**src/rtl/arb_pol_pkg.sv**
```systemverilog
package arb_pol_pkg;

  typedef enum logic [2:0] {
    POL_SLICE = 3'd0,
    POL_POLL  = 3'd1,
    POL_LRU   = 3'd2,
    POL_FCFS  = 3'd3,
    POL_ROT   = 3'd4
  } policy_e;

  // Unused codes fall back to rotating priority.
  function automatic policy_e decode_mode(logic [2:0] v);
    if (v > 3'd4) return POL_ROT;
    return policy_e'(v);
  endfunction

endpackage

```
**src/rtl/arb_lru_rank.sv**
```systemverilog
module arb_lru_rank #(
  parameter int N  = 4,
  parameter int IW = 2
) (
  input  logic          clk,
  input  logic          rst_n,
  input  logic [N-1:0]  req_i,
  input  logic          grant_ev_i,
  input  logic [IW-1:0] grant_idx_i,
  output logic [N-1:0]  win_o
);

  // Higher rank means older last use.
  logic [IW-1:0] rank_q [N];

  always_comb begin
    for (int i = 0; i < N; i++) begin
      win_o[i] = req_i[i];
      for (int j = 0; j < N; j++)
        if (j != i && req_i[j] && rank_q[j] > rank_q[i]) win_o[i] = 1'b0;
    end
  end

  always_ff @(posedge clk) begin
    if (!rst_n) begin
      for (int i = 0; i < N; i++) rank_q[i] <= IW'(N-1-i);
    end else if (grant_ev_i) begin
      for (int i = 0; i < N; i++) begin
        if (IW'(i) == grant_idx_i)             rank_q[i] <= '0;
        else if (rank_q[i] < rank_q[grant_idx_i]) rank_q[i] <= rank_q[i] + 1'b1;
      end
    end
  end

  assert_lru_single_R6: assert property (@(posedge clk) disable iff (!rst_n)
    $onehot0(win_o));

  assert_lru_fresh_R6: assert property (@(posedge clk) disable iff (!rst_n)
    grant_ev_i |=> rank_q[$past(grant_idx_i)] == '0);

endmodule

```
**src/rtl/arb_fcfs_order.sv**
```systemverilog
module arb_fcfs_order #(
  parameter int N  = 4,
  parameter int IW = 2
) (
  input  logic         clk,
  input  logic         rst_n,
  input  logic [N-1:0] req_i,
  input  logic [N-1:0] owner_i,
  input  logic [N-1:0] nxt_i,
  output logic [N-1:0] win_o
);

  logic [N-1:0]  in_q;
  logic [IW-1:0] pos_q [N];
  logic [IW-1:0] pos_d [N];
  logic [N-1:0]  leave, arrive;

  assign leave  = in_q & (~req_i | nxt_i);
  assign arrive = req_i & ~in_q & ~owner_i & ~nxt_i;

  // Earliest queued requester that still requests.
  always_comb begin
    for (int i = 0; i < N; i++) begin
      win_o[i] = in_q[i] & req_i[i];
      for (int j = 0; j < N; j++)
        if (in_q[j] && req_i[j] && pos_q[j] < pos_q[i]) win_o[i] = 1'b0;
    end
  end

  always_comb begin
    int surv;
    surv = 0;
    for (int i = 0; i < N; i++) if (in_q[i] && !leave[i]) surv++;
    for (int i = 0; i < N; i++) begin
      int shift;
      shift = 0;
      pos_d[i] = pos_q[i];
      if (in_q[i] && !leave[i]) begin
        for (int j = 0; j < N; j++) if (leave[j] && pos_q[j] < pos_q[i]) shift++;
        pos_d[i] = pos_q[i] - IW'(shift);
      end else if (arrive[i]) begin
        for (int j = 0; j < i; j++) if (arrive[j]) shift++;
        pos_d[i] = IW'(surv + shift);
      end
    end
  end

  always_ff @(posedge clk) begin
    if (!rst_n) begin
      in_q <= '0;
      for (int i = 0; i < N; i++) pos_q[i] <= '0;
    end else begin
      in_q <= (in_q & ~leave) | arrive;
      for (int i = 0; i < N; i++) pos_q[i] <= pos_d[i];
    end
  end

  assert_fcfs_head_R7: assert property (@(posedge clk) disable iff (!rst_n)
    $onehot0(win_o));

  assert_fcfs_owner_out_R7: assert property (@(posedge clk) disable iff (!rst_n)
    (in_q & owner_i) == '0);

endmodule

```
**src/rtl/arb_multi.sv**
```systemverilog
module arb_multi
  import arb_pol_pkg::*;
#(
  parameter int N     = 4,
  parameter int SLICE = 4
) (
  input  logic         clk,
  input  logic         rst_n,
  input  logic [2:0]   mode_i,
  input  logic [N-1:0] req_i,
  input  logic         release_i,
  output logic [N-1:0] gnt_o
);

  localparam int IW = (N > 1) ? $clog2(N) : 1;
  localparam int CW = $clog2(SLICE + 1);

  logic [N-1:0]  gnt_q, nxt_gnt, lru_win, fcfs_win;
  logic [IW-1:0] last_q, ptr_q, own_idx, win_idx;
  logic [CW-1:0] cnt_q;
  policy_e       mode_q, mode_now;
  logic          busy, end_b, slice_exp, poll_step, new_grant;

  function automatic logic [IW-1:0] to_idx(logic [N-1:0] v);
    logic [IW-1:0] r;
    r = '0;
    for (int i = 0; i < N; i++) if (v[i]) r = IW'(i);
    return r;
  endfunction

  function automatic logic [IW-1:0] wrap_inc(logic [IW-1:0] v);
    return (v == IW'(N-1)) ? '0 : v + 1'b1;
  endfunction

  // First requester strictly after base, circularly; base itself is last.
  function automatic logic [N-1:0] pick_after(logic [N-1:0] r, logic [IW-1:0] base);
    logic [N-1:0] res;
    res = '0;
    for (int k = N; k >= 1; k--) begin
      int idx;
      idx = (int'(base) + k) % N;
      if (r[idx]) begin
        res = '0;
        res[idx] = 1'b1;
      end
    end
    return res;
  endfunction

  assign busy      = |gnt_q;
  assign own_idx   = to_idx(gnt_q);
  assign mode_now  = busy ? mode_q : decode_mode(mode_i);
  assign end_b     = busy && (release_i || !req_i[own_idx]);
  assign slice_exp = busy && !end_b && mode_now == POL_SLICE && cnt_q == CW'(SLICE-1);

  always_comb begin
    nxt_gnt   = gnt_q;
    poll_step = 1'b0;
    if (!busy) begin
      case (mode_now)
        POL_POLL: begin
          if (req_i[ptr_q]) begin
            nxt_gnt = '0;
            nxt_gnt[ptr_q] = 1'b1;
          end else begin
            poll_step = 1'b1;
          end
        end
        POL_LRU:  nxt_gnt = lru_win;
        POL_FCFS: nxt_gnt = fcfs_win;
        default:  nxt_gnt = pick_after(req_i, last_q);
      endcase
    end else if (end_b) begin
      nxt_gnt = '0;
    end else if (slice_exp) begin
      nxt_gnt = pick_after(req_i, own_idx);
    end
  end

  assign new_grant = (nxt_gnt != '0) && (!busy || slice_exp);
  assign win_idx   = to_idx(nxt_gnt);

  arb_lru_rank #(.N(N), .IW(IW)) u_lru (
    .clk        (clk),
    .rst_n      (rst_n),
    .req_i      (req_i),
    .grant_ev_i (new_grant),
    .grant_idx_i(win_idx),
    .win_o      (lru_win)
  );

  arb_fcfs_order #(.N(N), .IW(IW)) u_fcfs (
    .clk    (clk),
    .rst_n  (rst_n),
    .req_i  (req_i),
    .owner_i(gnt_q),
    .nxt_i  (nxt_gnt),
    .win_o  (fcfs_win)
  );

  always_ff @(posedge clk) begin
    if (!rst_n) begin
      gnt_q  <= '0;
      last_q <= IW'(N-1);
      ptr_q  <= '0;
      cnt_q  <= '0;
      mode_q <= POL_SLICE;
    end else begin
      gnt_q  <= nxt_gnt;
      mode_q <= mode_now;
      if (new_grant) begin
        last_q <= win_idx;
        ptr_q  <= wrap_inc(win_idx);
        cnt_q  <= '0;
      end else begin
        if (poll_step) ptr_q <= wrap_inc(ptr_q);
        if (busy && !end_b && mode_now == POL_SLICE) cnt_q <= cnt_q + 1'b1;
      end
    end
  end

  assign gnt_o = gnt_q;

  assert_single_grant_R1: assert property (@(posedge clk) disable iff (!rst_n)
    $onehot0(gnt_o));

  assert_idle_to_requester_R2: assert property (@(posedge clk) disable iff (!rst_n)
    !busy |=> (gnt_o & ~$past(req_i)) == '0);

  assert_release_clears_R2: assert property (@(posedge clk) disable iff (!rst_n)
    end_b |=> gnt_o == '0);

  assert_hold_owner_R3: assert property (@(posedge clk) disable iff (!rst_n)
    (busy && mode_q != POL_SLICE && !end_b) |=> $stable(gnt_o));

  assert_slice_moves_R4: assert property (@(posedge clk) disable iff (!rst_n)
    (slice_exp && (req_i & ~gnt_o) != '0) |=> gnt_o != $past(gnt_o));

  assert_poll_advance_R5: assert property (@(posedge clk) disable iff (!rst_n)
    poll_step |=> gnt_o == '0);

  assert_mode_frozen_R9: assert property (@(posedge clk) disable iff (!rst_n)
    (busy && !end_b) |=> mode_q == $past(mode_q));

endmodule

```
**config.mk**
```make
export PLATFORM = sky130hd
export DESIGN_NAME = arb_multi
export DESIGN_NICKNAME = d
export VERILOG_FILES = /design/src/rtl/arb_pol_pkg.sv /design/src/rtl/arb_lru_rank.sv /design/src/rtl/arb_fcfs_order.sv /design/src/rtl/arb_multi.sv
export SDC_FILE = /design/constraint.sdc
export NUM_CORES = 1
export LEC_CHECK = 0
export ABC_AREA = 1
export BUFFER_PORTS_ARGS = -buffer_cell sky130_fd_sc_hd__buf_2
export CORE_UTILIZATION = 45
export DETAILED_ROUTE_END_ITERATION = 10
export PLACE_DENSITY = 0.58
export SLEW_MARGIN = 20
export SYNTH_ARGS = -nofsm -noshare
export SYNTH_HDL_FRONTEND = slang
export SYNTH_SLANG_ARGS = --single-unit
```
**constraint.sdc**
```tcl
create_clock -name clk -period 4.1 [get_ports clk]
set_input_delay 0.82 -clock clk [delete_from_list [all_inputs] [get_ports clk]]
set_output_delay 0.82 -clock clk [all_outputs]
set_load 0.1 [all_outputs]
```
==> results of run 1 <==
## what timing repair did
action                     CTS  global route
gates resized for setup      0            22
hold endpoints to repair     0             0
setup endpoints to repair    0             6
buffers inserted             0             4
## report_power, final
group	switching [mW]	internal, mW
sequential	0.139	0.480
combinational	2.09	1.13
clock	0.141	0.117
## critical path: cells and delay by family, from the launching register on
family / cells / cell delay [ps]
flops: 1 / 380
simple gates: 15 / 1660
xor+xnor: 2 / 290
buf+inv: 6 / 440
fa+ha+maj: 3 / 750
compound gates: 2 / 130
## state kept, by name, indices dropped and copies added, names as in the netlist
| register | cells |
|---|---|
| cnt_q | 3 |
| gnt_o | 4 |
| last_q | 2 |
| mode_q | 3 |
| ptr_q | 2 |
| u_fcfs.in_q | 4 |
| u_fcfs.pos_q | 8 |
| u_lru.rank_q | 8 |
## cell families after synthesis
| family | share of synthesized area (%) |
|---|---|
| and+or+nand+nor | 41.1 |
| buffers and inverters | 12.2 |
| AOI/OAI and AO/OA | 9.90 |
| adders and majority gates | 17.0 |
| DFF | 16.9 |
| xor gates and xnor gates | 2.92 |
## per-stage QoR
stage	total power [mW]	setup slack, ps
3_5_place_dp	3.71	23.3
5_1_grt	4.53	-24.5
3_3_place_gp	3.66	28.6
4_1_cts	3.99	164
6_report	4.09	290
2_1_floorplan	2.91	11.4
## final timing paths
check                             to  slack [ps]  depth (start not counted)
setup / recovery  u_fcfs.pos_q[0][7]         290                         28
hold / removal              cnt_q[1]         470                          2
setup reg to reg  u_fcfs.pos_q[0][7]         290                         28
hold reg to reg             cnt_q[1]         470                          2
## Yosys cell counts, types with 3 or more instances
| cell type | instances | share of area [%] |
|---|---|---|
| buf_2 | 4 | 0.44 |
| nand2_4 | 6 | 1.5 |
| nand4_1 | 11 | 1.5 |
| nand2_2 | 15 | 2.1 |
| xnor2_1 | 10 | 1.9 |
| a21oi_1 | 24 | 2.7 |
| o21ai_0 | 25 | 2.8 |
| o21bai_1 | 6 | 1.0 |
| ha_1 | 61 | 17 |
| inv_1 | 126 | 11 |
| o211ai_1 | 4 | 0.67 |
| nor2_1 | 78 | 6.5 |
| nand3b_1 | 5 | 0.83 |
| inv_2 | 11 | 0.92 |
| edfxtp_1 | 8 | 5.3 |
| xor2_1 | 5 | 0.97 |
| nor3_1 | 3 | 0.33 |
| o21ai_1 | 7 | 0.78 |
| clkbuf_1 | 4 | 0.33 |
| nand2_1 | 183 | 15 |
| o22ai_1 | 3 | 0.42 |
| nor2_2 | 5 | 0.70 |
| nand3_1 | 85 | 9.5 |
| dfxtp_1 | 26 | 12 |
| nand3_2 | 3 | 0.67 |
## metal layers
metal / part of all wire [%] / wire length [µm] / GRT usage [%]
met1: 49 / 6220 / 33.5
met3: 2.7 / 336 / 2.87
met2: 46 / 5850 / 42.6
met5: 0 / 0 / 0
met4: 1.6 / 205 / 6.70
## area by class of cell
cell class,count,area (µm²)
timing repair buffer,36,238
clock buffer,6,72.6
sequential,34,764
fill,1028,4730
inverter,137,514
multi-input combinational,556,3240
clock inverter,2,8.76
tap,133,166
==> impl_metrics.toml, run 1 <==
[run_status]
status = "finished clean"

[timing]
timing.fmax_mhz = 262
slew_headroom_pct = 49.9
final-max-slew-violation-count = 0
worstMarginPinSlew_ps = 750
layout_min_cycle_time_ps = 3810
fin_skew_ps = 12.1
worst_hold_slack_ps = 470
setup_tns_ps = 0
final_hold_viol_count = 0
setup_violations = 0
fin_crit_sh_pct = 92.9

[finish]
area_delta_synth_final_pct = 11.1
final_cells = 904
drive_above_1_share_pct = 14.4
diodes = 0
final_common_cell = "nand2_1"
utilization_pct = 51.4
nets = 841
design_area_um2 = 5000
layout_common_cells = "177 x nand2_1, 123 x inv_1, 84 x nand3_1"

[critical_path]
arrival_ps = 3960
slowest_delay_ps = 380
crit_top_cell = "nand2_1"
startpoint_type = "flip-flop"
critPathSlowestCell = "dfxtp_2"
crit_start = "gnt_o[3]"
critPathMaxFanout = 8
cp.required_ps = 4250
crit_type = "flip-flop to flip-flop"
reg2reg_from = "gnt_o[3]"
worst_setup_path_end_kind = "flip-flop"

[global_routing]
grt-ovfl-total = 0
antenna_found_initial = 0
grt_pass1_wl_mm = 20.2
grtUsageTotal_pct = 25.0
grt_max_degree = 21
grt_pass1_vias = 4190

[clock_tree]
clkTransAtPathRegs_ps = 80
cts_max_level = 2
clockBufferDepth = 2
worstSkewPairLatency_ps = 300
cts-root-buf = "clkbuf_8"
clock-sinks = 34
postCtsHoldBufs = 0
numCtsBuffers = 5
cts_tree = "yes"

[placement]
port_buffers = 13
dpl_cell_area_um2 = 4840
dp_cells = 892
dp_hpwl_mm = 10.1
gp_congestion = 0.964

[synthesis]
synthesis.area_um2 = 4500
synth_nets = 806
synth_edf_count = 8
synthCells = 735
avgSynthCellArea_um2 = 6.12
synthArstFlopShare_pct = 0
yosysSeqAreaShare_pct = 16.9
ys_dominant_reg_cell = "dfxtp_1"
synthDistinctLibCells = 38
ys_seq_elements = 34
ys_warn_count = 0

[floorplanning]
start_util_pct = 46.3
die_y_um = 102
rows = 36
io_pins = 14
dieWidth_um = 102
die-area_um2 = 10400
core_um2 = 9730

[route]
drtPass1Iterations = 5
wl_mm = 12.6
drc = 0
drtAntennaViolNets = 0
drt-initial-drc-count = 202
viasPerCell = 5.19
dr_total_vias = 4690
wl_per_cell_um = 14.0

[worst_hold_path]
hold_path.class = "flip-flop to flip-flop"
min_from = "cnt_q[1]"

[pwr]
p_per_area_nw_per_um2 = 818
p_leak_nw = 2.70
ir_worst_vdd_mv = 0.304

[flow_run]
drv_cap = 0
No activity file was read; power rests on OpenSTA's default activity.
==> run 2, diff against run 1 <==
- CELL_PAD_IN_SITES_DETAIL_PLACEMENT: unset -> 0
- CELL_PAD_IN_SITES_GLOBAL_PLACEMENT: unset -> 1
- PLACE_DENSITY: 0.58 -> unset
- PLACE_DENSITY_LB_ADDON: unset -> 0.12
- SYNTH_HIERARCHICAL: unset -> 1
==> impl_metrics.toml, run 2 <==
[run_status]
status = "finished clean"

[synthesis]
avgSynthCellArea_um2 = 6.06
synth_top_area_share_pct = 17.3
ys_seq_elements = 34
synthCells = 739
synthesis.area_um2 = 4480
synthDistinctLibCells = 35
netlist_top_cells_count = "194 x nand2_1, 136 x inv_1, 81 x nor2_1"
synth_nets = 811
synthTopCellsByArea = "ha_1 17%, nand2_1 16%, dfxtp_1 12%, inv_1 11%, nand3_1 8.2%"
ys_warn_count = 6
synthArstFlopShare_pct = 0
yosysSeqAreaShare_pct = 17.0
ys_dominant_reg_cell = "dfxtp_1"
synth_edf_count = 8
yosysMostFrequentCell = "nand2_1"
synth_top_area_cell = "ha_1"

[placement]
port_buffers = 13
dp_hpwl_mm = 10.5
gp_congestion = 0.913

[clock_tree]
numCtsBuffers = 5
cts-root-buf = "clkbuf_8"
worstSkewPairLatency_ps = 290
cts_tree = "yes"
cts_max_level = 2
clkTransAtPathRegs_ps = 70
clock-sinks = 34
clockBufferDepth = 2

[global_routing]
grt_pass1_vias = 4373
grt_max_degree = 14
grt_pass1_wl_mm = 20.4
grtUsageTotal_pct = 25.4
antenna_found_initial = 0
grt-ovfl-total = 0

[critical_path]
cp.required_ps = 4310
startpoint_type = "flip-flop"
worst_setup_path_end_kind = "flip-flop"
arrival_ps = 4040
rr_worst_depth = 24
crit_type = "flip-flop to flip-flop"
critPathMaxFanout = 4

[worst_hold_path]
holdPathStages = 2
hold_path.class = "flip-flop to flip-flop"

[finish]
drive_above_1_share_pct = 13.8
final_common_cell = "nand2_1"
top_regs = "u_fcfs/pos_q (8), u_lru/rank_q (8)"
multi_input_area_um2 = 3240
nets = 848
diodes = 0
register_area_um2 = 771
utilization_pct = 51.5
n_fill_cell = 1067
layout_common_cells = "190 x nand2_1, 135 x inv_1, 80 x nor2_1"
area_delta_synth_final_pct = 11.8

[route]
drtAntennaViolNets = 0
drt-initial-drc-count = 223
dr_total_vias = 4655
wl_per_cell_um = 13.9
drc = 0
viasPerCell = 5.12
wl_mm = 12.7
drtPass1Iterations = 5

[floorplanning]
dieWidth_um = 102
die_y_um = 102
die-area_um2 = 10400
core_um2 = 9730
rows = 36
io_pins = 14
start_util_pct = 46.1

[timing]
worstMarginPinSlew_ps = 548
setup_violations = 0
slew_headroom_pct = 63.2
final-max-slew-violation-count = 0
final_hold_viol_count = 0
rsz0062_at_grt = "no"
fin_skew_ps = 3.74
fin_crit_sh_pct = 93.5
timing.fmax_mhz = 261
layout_min_cycle_time_ps = 3830

[flow_run]
drv_cap = 0
## run 2: routing by layer
metal / track usage, % / share of wire [%]
met1: 33.3 / 48
met2: 44.2 / 47
met3: 2.90 / 3.4
met4: 6.47 / 1.7
met5: 0 / 0
## run 2: final timing paths
path | startpoint | endpoint | slack (ps)
worst max-delay path | u_lru/rank_q[3][1] | u_fcfs/pos_q[2][1] | 270
worst min-delay path | u_fcfs/pos_q[0][0] | u_fcfs/pos_q[0][0] | 470
worst max register to register | u_lru/rank_q[3][1] | u_fcfs/pos_q[2][1] | 270
worst min register to register | u_fcfs/pos_q[0][0] | u_fcfs/pos_q[0][0] | 470
## run 2: repair_timing
item,4_1_cts,5_1_grt
endpoints found under the setup margin,0,24
gates resized for setup,0,20
hold buffers,0,0
buffers inserted,0,5
hold endpoints to repair,0,0
## run 2: layout make-up
cell class	instances	area share [%]
Tap cell	133	3.32
Sequential cell	34	15.4
Clock inverter	1	0.0999
Clock buffer	7	1.72
Inverter	146	10.9
Timing Repair Buffer	30	3.85
Multi-Input combinational cell	559	64.7
## run 2: metrics by stage
stage                     hold slack [ps]  worst slack, ps  cells  TNS (ps)  area [µm²]
after floorplan                       444             40.5    739         0        4480
after global placement                453             20.6    897         0        4810
after detailed placement              460            -55.4    897      -421        4810
after CTS                             472              112    905         0        4900
after global routing                  509             1.83    910         0        5010
final                                 473              266    910         0        5010
## run 2: worst max-delay path, stage by stage, from the launching register on
cell      delay [ps]
edfxtp_1         470
inv_1            130
ha_1             310
inv_1             40
o21bai_1         150
o21ai_0          100
nor2_1           260
o21ai_0          140
nand2_1           80
nor2_1            40
nor2_1           150
inv_1             70
nand2_2          100
inv_1             50
nand2_1           90
nand2_2          100
nor2_1           260
ha_1             290
xnor2_1          160
ha_1             180
xor2_1           200
inv_1             60
nand2_1           70
nand3_1           70
a31oi_1          200
## run 2: cell families (layout without fill, tap and decap cells)
logic type / Yosys count / after routing / share of synthesized area (%)
buf+inv: 146 / 184 / 12.2
mux: 2 / 2 / 0.475
flops: 34 / 34 / 17.0
simple gates: 402 / 402 / 39.8
compound gates: 77 / 77 / 10.1
fa+ha+maj: 62 / 62 / 17.3
xor+xnor: 16 / 16 / 3.13
Power of run 2 is not shown: default switching activity piles up to over one toggle a cycle in this logic, so the estimate is an artifact.
==> run 3, diff against run 2 <==
- PLACE_DENSITY_LB_ADDON: 0.12 -> 0.05
==> impl_metrics.toml, run 3 (same netlist as run 2, synthesis figures left out) <==
[finish]
n_fill_cell = 1022
nets = 847
final_common_cell = "nand2_1"
area_delta_synth_final_pct = 11.9
utilization_pct = 51.5
drive_above_1_share_pct = 14.6
diodes = 0
layout_common_cells = "188 x nand2_1, 133 x inv_1, 77 x nor2_1"
top_regs = "u_fcfs/pos_q (8), u_lru/rank_q (8)"

[floorplanning]
core_um2 = 9730
start_util_pct = 46.1
dieWidth_um = 102
die_y_um = 102
rows = 36
io_pins = 14
die-area_um2 = 10400

[run_status]
status = "finished clean"

[clock_tree]
cts_max_level = 2
clkTransAtPathRegs_ps = 70
clock-sinks = 34
worstSkewPairLatency_ps = 280
postCtsHoldBufs = 0
cts_tree = "yes"
cts-root-buf = "clkbuf_8"
clockBufferDepth = 2
numCtsBuffers = 5

[timing]
rsz0062_at_grt = "yes"
timing.fmax_mhz = 263
fin_crit_sh_pct = 92.6
worst_hold_slack_ps = 467
final_hold_viol_count = 0
final-max-slew-violation-count = 0
setup_ws_ps = 303
worstMarginPinSlew_ps = 581
layout_min_cycle_time_ps = 3800
slew_headroom_pct = 60.9
fin_skew_ps = 6.10
setup_violations = 0

[critical_path]
startpoint_type = "flip-flop"
worstPathBufferInverterCount = 7
slowest_delay_ps = 380
worst_setup_path_end_kind = "flip-flop"
cp_top_family = "simple AND/OR/NAND/NOR gates"
crit_type = "flip-flop to flip-flop"
critPathSlowestCell = "dfxtp_4"
ff2ff_setup_slack_ps = 300
cp.required_ps = 4310
critPathMaxFanout = 4
crit_top_cell = "inv_1"
arrival_ps = 4000

[global_routing]
top_usage_layer = "met2"
grtUsageTotal_pct = 25.1
met3_usage_pct = 3.38
grt_max_degree = 14
met1_usage_pct = 31.3
antenna_found_initial = 0
grt_pass1_vias = 4351
grt-ovfl-total = 0
grt_pass1_wl_mm = 20.4
use_met2_pct = 45.5

[placement]
port_buffers = 13
gp_congestion = 0.952
dp_worst_setup_slack_ps = -183
dp_hpwl_mm = 10.2

[route]
viasPerCell = 5.08
wl_mm = 12.4
drc = 0
drt-initial-drc-count = 248
wl_per_cell_um = 13.7
drtPass1Iterations = 5
dr_total_vias = 4616
drtAntennaViolNets = 0

[flow_run]
drv_cap = 0

[worst_hold_path]
hold_path.class = "flip-flop to flip-flop"
[run 3: worst min-delay path, stage by stage (launching register included)]
cell	delay [ps]
dfxtp_1	310
nand2_1	60
a21oi_1	50
[run 3: cell type report]
type	count	area, µm²	area share, %
Clock inverter	2	8.76	0.175
Multi-Input combinational cell	559	3260	64.9
Tap cell	133	166	3.32
Inverter	146	548	10.9
Clock buffer	6	72.6	1.45
Timing Repair Buffer	29	188	3.74
Sequential cell	34	776	15.5
[run 3: final timing paths]
check | depth (start not counted) | to | startpoint
max | 27 | u_fcfs/pos_q[2][1] | u_fcfs/pos_q[1][1]
min | 2 | u_fcfs/pos_q[0][0] | u_fcfs/pos_q[0][0]
max reg2reg | 27 | u_fcfs/pos_q[2][1] | u_fcfs/pos_q[1][1]
min reg2reg | 2 | u_fcfs/pos_q[0][0] | u_fcfs/pos_q[0][0]
[run 3: metal layers]
| metal | vias to the layer above | wire length [µm] |
|---|---|---|
| met4 | 0 | 246 |
| met2 | 99 | 6040 |
| met1 | 2077 | 5570 |
| li1 | 2423 | - |
| met5 | - | 0 |
| met3 | 17 | 563 |
[run 3: metrics by stage]
step	std cells	setup TNS, ps	cell area (µm²)
floorplan	739	0	4480
global placement	895	-824	4790
detailed placement	895	-2000	4790
CTS	903	0	4880
global route	909	-34.2	5010
finish	909	0	5010
[run 3: what timing repair did]
action / in CTS / in global routing
setup endpoints to repair: 4 / 24
setup buffers: 0 / 6
gates resized for setup: 1 / 31
endpoints found under the hold margin: 0 / 0
pin swaps: 0 / 4
Power of run 3 is left out for the same reason.
